`config.mk`:
```
export PLATFORM = sky130hd
export DESIGN_NAME = prio_irq_ctrl
export DESIGN_NICKNAME = d
export VERILOG_FILES = /design/src/rtl/irq_pkg.sv /design/src/rtl/irq_regs.sv /design/src/rtl/irq_ctrl.sv /design/src/rtl/prio_irq_ctrl.sv
export SDC_FILE = /design/constraint.sdc
export NUM_CORES = 1
export LEC_CHECK = 0
export ABC_AREA = 0
export BUFFER_PORTS_ARGS = -buffer_cell sky130_fd_sc_hd__buf_2
export CAP_MARGIN = 20
export CORE_ASPECT_RATIO = 0.5
export CORE_MARGIN = 2
export CORE_UTILIZATION = 55
export DETAILED_ROUTE_END_ITERATION = 10
export PLACE_DENSITY = 0.73
export SLEW_MARGIN = 20
export SYNTH_ARGS = -nofsm -noshare
export SYNTH_HDL_FRONTEND = slang
export SYNTH_SLANG_ARGS = --single-unit
```
`constraint.sdc`:
```
create_clock -name clk -period 7.3 [get_ports clk]
set_input_delay 0.365 -clock clk [delete_from_list [all_inputs] [get_ports clk]]
set_output_delay 0.365 -clock clk [all_outputs]
set_load 0.02 [all_outputs]
```
`src/rtl/irq_pkg.sv`:
```
package irq_pkg;
  parameter int IRQ_SRCS = 16;
  parameter int LVL_W = 3;
  parameter int CODE_W = 6;
  parameter int ADDR_W = 5;
  parameter int BYTE_W = 8;
  localparam int CODE_BASE = 16;
  localparam int BYPASS_CODE = 32;

  typedef struct packed {
    logic [IRQ_SRCS-1:0] pendClr;
  } ctlStrobe_t;
endpackage

```
`src/rtl/irq_regs.sv`:
```
module irq_regs
  import irq_pkg::*;
(
  input  logic                clk,
  input  logic                rstN,
  input  ctlStrobe_t          strobe,
  input  logic [ADDR_W-1:0]   busAddr,
  input  logic                busWrEn,
  input  logic [BYTE_W-1:0]   busWrData,
  input  logic                busRdEn,
  output logic [BYTE_W-1:0]   busRdData,
  output logic [IRQ_SRCS-1:0] srcAbove
);
  localparam int LANE_W = 2;
  localparam int WORD_W = ADDR_W - LANE_W;
  localparam int LANES = 1 << LANE_W;
  localparam int MASK_W = LANES * BYTE_W;
  localparam int STAT_BYTES = IRQ_SRCS / BYTE_W;
  localparam int IDX_W = $clog2(IRQ_SRCS);
  localparam logic [WORD_W-1:0] STAT_WORD = '0;
  localparam logic [WORD_W-1:0] MASK_WORD = WORD_W'(1);

  logic [WORD_W-1:0] word;
  logic [LANE_W-1:0] lane;
  logic lvlSel;
  logic [IDX_W-1:0] lvlIdx;
  logic [IRQ_SRCS-1:0] pendQ, pendWr, pendD;
  logic [MASK_W-1:0] maskQ;
  logic [IRQ_SRCS-1:0][LVL_W-1:0] lvlQ;
  logic [BYTE_W-1:0] rdNext;

  assign word   = busAddr[ADDR_W-1:LANE_W];
  assign lane   = busAddr[LANE_W-1:0];
  assign lvlSel = busAddr[ADDR_W-1];
  assign lvlIdx = busAddr[IDX_W-1:0];

  // pending register: bus write first, hardware clear on top
  always_comb begin
    pendWr = pendQ;
    if (busWrEn && !lvlSel && word == STAT_WORD) begin
      for (int b = 0; b < STAT_BYTES; b++)
        if (lane == LANE_W'(b)) pendWr[b*BYTE_W +: BYTE_W] = busWrData;
    end
  end
  assign pendD = pendWr & ~strobe.pendClr;

  always_ff @(posedge clk or negedge rstN) begin
    if (!rstN) pendQ <= '1;
    else       pendQ <= pendD;
  end

  genvar gb, gs;
  generate
    for (gb = 0; gb < LANES; gb++) begin : g_maskLane
      always_ff @(posedge clk or negedge rstN) begin
        if (!rstN) maskQ[gb*BYTE_W +: BYTE_W] <= '0;
        else if (busWrEn && !lvlSel && word == MASK_WORD && lane == LANE_W'(gb))
          maskQ[gb*BYTE_W +: BYTE_W] <= busWrData;
      end
    end
    for (gs = 0; gs < IRQ_SRCS; gs++) begin : g_level
      always_ff @(posedge clk or negedge rstN) begin
        if (!rstN) lvlQ[gs] <= '0;
        else if (busWrEn && lvlSel && lvlIdx == IDX_W'(gs))
          lvlQ[gs] <= busWrData[LVL_W-1:0];
      end
      assign srcAbove[gs] = MASK_W'(lvlQ[gs]) > maskQ;
    end
  endgenerate

  always_comb begin
    rdNext = '0;
    if (lvlSel) rdNext = BYTE_W'(lvlQ[lvlIdx]);
    else if (word == STAT_WORD) begin
      for (int b = 0; b < STAT_BYTES; b++)
        if (lane == LANE_W'(b)) rdNext = pendQ[b*BYTE_W +: BYTE_W];
    end else if (word == MASK_WORD) begin
      for (int b = 0; b < LANES; b++)
        if (lane == LANE_W'(b)) rdNext = maskQ[b*BYTE_W +: BYTE_W];
    end
  end

  always_ff @(posedge clk or negedge rstN) begin
    if (!rstN)        busRdData <= '0;
    else if (busRdEn) busRdData <= rdNext;
  end


  pend_clear_chk: assert property (@(posedge clk) disable iff (!rstN)
    (|strobe.pendClr) |=> ((pendQ & $past(strobe.pendClr)) == '0));


  unmapped_write_chk: assert property (@(posedge clk) disable iff (!rstN)
    (busWrEn && !lvlSel && word != STAT_WORD && word != MASK_WORD)
      |=> ($stable(maskQ) && $stable(lvlQ)));


  rd_hold_chk: assert property (@(posedge clk) disable iff (!rstN)
    !busRdEn |=> $stable(busRdData));
endmodule

```
`src/rtl/irq_ctrl.sv`:
```
module irq_ctrl
  import irq_pkg::*;
(
  input  logic                clk,
  input  logic                rstN,
  input  logic [IRQ_SRCS-1:0] srcIn,
  input  logic                bypassIn,
  input  logic [IRQ_SRCS-1:0] srcAbove,
  output ctlStrobe_t          strobe,
  output logic [CODE_W-1:0]   codeOut,
  output logic                codeValid
);
  logic [IRQ_SRCS-1:0] prevSrc, rise, fall, evt;
  logic prevByp, bypRise, bypFall;
  logic selValid;
  logic [CODE_W-1:0] selCode;

  assign rise    = srcIn & ~prevSrc;
  assign fall    = ~srcIn & prevSrc;
  assign bypRise = bypassIn & ~prevByp;
  assign bypFall = ~bypassIn & prevByp;
  assign evt     = fall | (rise & srcAbove);
  assign strobe.pendClr = rise;

  // lowest index wins: scan from the top so the last hit stays
  always_comb begin
    selValid = 1'b0;
    selCode  = '0;
    for (int s = IRQ_SRCS - 1; s >= 0; s--) begin
      if (evt[s]) begin
        selValid = 1'b1;
        selCode  = fall[s] ? '0 : CODE_W'(CODE_BASE + s);
      end
    end
    if (bypRise || bypFall) begin
      selValid = 1'b1;
      selCode  = bypRise ? CODE_W'(BYPASS_CODE) : '0;
    end
  end

  always_ff @(posedge clk or negedge rstN) begin
    if (!rstN) begin
      prevSrc   <= '0;
      prevByp   <= 1'b0;
      codeOut   <= '0;
      codeValid <= 1'b0;
    end else begin
      prevSrc   <= srcIn;
      prevByp   <= bypassIn;
      codeValid <= selValid;
      if (selValid) codeOut <= selCode;
    end
  end


  bypass_code_chk: assert property (@(posedge clk) disable iff (!rstN)
    (bypassIn && !prevByp) |=> (codeValid && codeOut == CODE_W'(BYPASS_CODE)));


  bypass_fall_chk: assert property (@(posedge clk) disable iff (!rstN)
    (!bypassIn && prevByp) |=> (codeValid && codeOut == '0));


  code_range_chk: assert property (@(posedge clk) disable iff (!rstN)
    codeValid |-> (codeOut == '0 || codeOut == CODE_W'(BYPASS_CODE) ||
                   (codeOut >= CODE_W'(CODE_BASE) && codeOut < CODE_W'(BYPASS_CODE))));


  bypass_first_chk: assert property (@(posedge clk) disable iff (!rstN)
    (codeValid && codeOut >= CODE_W'(CODE_BASE) && codeOut < CODE_W'(BYPASS_CODE))
      |-> !$past(bypassIn ^ prevByp));
endmodule

```
`src/rtl/prio_irq_ctrl.sv`:
```
module prio_irq_ctrl
  import irq_pkg::*;
(
  input  logic                clk,
  input  logic                rstN,
  input  logic [IRQ_SRCS-1:0] srcIn,
  input  logic                bypassIn,
  input  logic [ADDR_W-1:0]   busAddr,
  input  logic                busWrEn,
  input  logic [BYTE_W-1:0]   busWrData,
  input  logic                busRdEn,
  output logic [BYTE_W-1:0]   busRdData,
  output logic [CODE_W-1:0]   codeOut,
  output logic                codeValid
);
  ctlStrobe_t strobe;
  logic [IRQ_SRCS-1:0] srcAbove;

  irq_ctrl i_ctrl (
    .clk(clk), .rstN(rstN), .srcIn(srcIn), .bypassIn(bypassIn),
    .srcAbove(srcAbove), .strobe(strobe),
    .codeOut(codeOut), .codeValid(codeValid)
  );

  irq_regs i_regs (
    .clk(clk), .rstN(rstN), .strobe(strobe),
    .busAddr(busAddr), .busWrEn(busWrEn), .busWrData(busWrData),
    .busRdEn(busRdEn), .busRdData(busRdData), .srcAbove(srcAbove)
  );
endmodule

```
==> metrics.txt <==
Setup WS post-layout 3843 ps; clk_lat worst skew 420 ps; gr ovfl total 0; DRC Markers 0; switch share 0.3270; starting density of the core 0.5724; leading cell types by total area after synthesis dfrtp_1 (38%), mux2_2 (11%), ha_1 (8.3%); drt via density roughly 6.3; Synth area leader dfrtp_1; minimum clock period 3457 ps; Required @ worst endpoint 7610 ps; Seq pwr share 0.378; Slew Limit Fails 0; post-synthesis sequential area ratio 0.4371; die span in x around 170 um; CTS Hold Buffers Added 0; largest net degree at the start of global routing 72; Clock Tree Buf Depth 2; crit-path max FO 16; average wire per standard cell between 20 and 25 um; Post-Syn Area 7373 um^2; EDFF count, synth 0; die height 85.87 um; initial antenna violation count 0; FP Rows 29; fillers 1020; commonest non-fill, non-tap cell in the layout dfrtp_1; LEAKAGE 3.936 nW; final hold slack 44.92 ps; Register Area ~3200 um^2; Synth warnings 0; post-place setup slack roughly 3900 ps; max_cap viols 0; Final setup viols 0; Starting DRT DRC Count 483; Main synth FF type dfrtp_1; vias in the first global route 5699; CP Launch Type flop; Antenna Violating Nets Remaining 0; syn_area_per_cell about 11 um^2; fin crit share 0.4735; first-pass GRT wire length 31400 um; RSZ-0062 raised after global routing false; I/O pins 49; die area approximately 14000 um^2; worst-path cell chain inv_1 > ha_1 > nor2b_1 > nor3_2 > nor4_2 > or4_4 > o41a_1 > nor4b_4 > mux2_4; FFs w/ async S/R, synth 1.000; CTS H-tree depth 4; max frequency just under 300 MHz; core box area 12880 um^2; n_diodes 0; WL met1 between 9000 and 10000 um; WS Path Type reg -> reg; GP Congestion 0.8866; Area growth, synth to finish 13.37%; multi-input logic area between 3000 and 4000 um^2; setup TNS 0 ps; P_sw 0.0007843 W; Setup crit end kind flop; final WL between 15000 and 20000 um; status completed; CTS Root Cell clkbuf_16; Routed met2 length 8768 um; Synthesized Nets between 700 and 800; clock sink total 128; Clock Skews 9.172 ps; post-CTS resize count 0; All-Layer GR Usage 0.2888; Nets 800; Critical-path top delay cell or4_4; met3 WL around 1400 um; Critical Path AT between 3000 and 4000 ps; CTS tree built; Pwr Density 286.9 nW/um^2; Clock Power Share 0.366; Total Power 0.002398 W; largest stage delay on the critical path between 400 and 500 ps; clock slew at reported path FFs approximately 60 ps; most frequent cells in the layout dfrtp_1 (112), mux2_2 (70), nor2_1 (52); Pint 0.001614 W; layout cell share with drive strength beyond 1 0.2808; Min-Delay Path Class in -> async; combinational share of power 0.256; Pre-antenna DRT Iters 5; Synth Instances approximately 670; Post-CTS Setup Bufs 0; Synth top area share 0.3801; Via Count 5673; total CTS buffers 17; Peak VDD IR 0.1530 mV; Slew headroom 0.3347; Final Hold Fails 0; Top Layer Used met4; Slew @ Worst Pin ~1000 ps; Synth Register Bits 128; Yosys cell types 57; Port Buffers 48; detailed placer's ending HPWL 14080 um
## final timing paths
| check | from | to | slack [ps] | cells past startpoint |
|---|---|---|---|---|
| worst max-delay path | i_regs.maskQ[1] | i_ctrl.codeOut[5] | 3840 | 9 |
| min in group clk | bypassIn | i_ctrl.prevByp | 60 | 1 |
| worst min register to register | i_ctrl.prevSrc[6] | i_regs.pendQ[6] | 500 | 2 |
| worst min-delay path | rstN | i_regs.maskQ[9] | 40 | 1 |
| max in group asynchronous | rstN | i_ctrl.prevSrc[0] | 5910 | 2 |
| worst max register to register | i_regs.maskQ[1] | i_ctrl.codeOut[5] | 3840 | 9 |
## critical path: cells and delay by family, from the launching register on
| kind | cells | cell delay, ps |
|---|---|---|
| simple gates | 5 | 1340 |
| compound gates | 1 | 480 |
| buf+inv | 1 | 430 |
| flops | 1 | 400 |
| fa+ha+maj | 1 | 360 |
| mux | 1 | 330 |
## cell type report
| cell class | instances | share of cell area |
|---|---|---|
| Clock buffer | 17 | 0.05089 |
| Clock inverter | 15 | 0.02066 |
| Inverter | 46 | 0.02230 |
| Multi-Input combinational cell | 475 | 0.4649 |
| Sequential cell | 128 | 0.3856 |
| Tap cell | 170 | 0.02545 |
| Timing Repair Buffer | 49 | 0.03023 |
## per-stage QoR
step,std cells,cell area (um^2),utilization
floorplan,668,7373,-
CTS,900,8357,0.6488
finish,900,8359,0.6490
global placement,868,7759,0.6023
global route,900,8359,0.6490
detailed placement,868,7759,0.6023
## per-layer routing
layer	vias to the layer above	track usage
met1	2878	0.4077
met2	223	0.4489
li1	2541	-
met4	0	0.08300
met3	31	0.07291
met5	-	0
## cells by family after synthesis
kind of cell,synth area share
AO/OA/AOI/OAI,0.09350
adder cells (fa/ha/maj),0.08315
buffers and inverters,0.03580
flip-flops,0.4371
multiplexers,0.2118
AND/OR/NAND/NOR,0.1386
## sequential cells by signal (all words and copies together), names as in the netlist
name              count
i_ctrl.codeValid      1
i_ctrl.prevSrc       16
i_ctrl.prevByp        1
i_regs.maskQ         32
i_regs.busRdData      8
i_ctrl.codeOut        6
i_regs.pendQ         16
i_regs.lvlQ          48
## power by group through the flow
stage                     Clock (W)  Combinational (W)  Sequential, W
after global placement            0           0.000570       0.000909
after detailed placement          0           0.000598       0.000913
after global routing       0.000920           0.000680       0.000916
after floorplan                   0           0.000437       0.000884
after CTS                  0.000884           0.000608       0.000902
final                      0.000878           0.000615       0.000906
## cells in the mapped netlist, types with 4 or more instances
master     count
dfrtp_1      112
mux2_2        70
nor2_1        52
ha_1          49
inv_1         45
nand2_1       43
o21ai_0       36
a21oi_1       26
mux2i_1       24
mux4_2        23
nand3_1       19
dfstp_2       16
nor2b_1       16
nand2b_1      15
clkbuf_1      13
nor3_1        12
a31oi_1        9
a211oi_1       8
nand4_1        7
nor4_1         7
a21o_1         5
and3_1         5
buf_2          5
o2111ai_1      4
(Power assumes the default switching activity.)
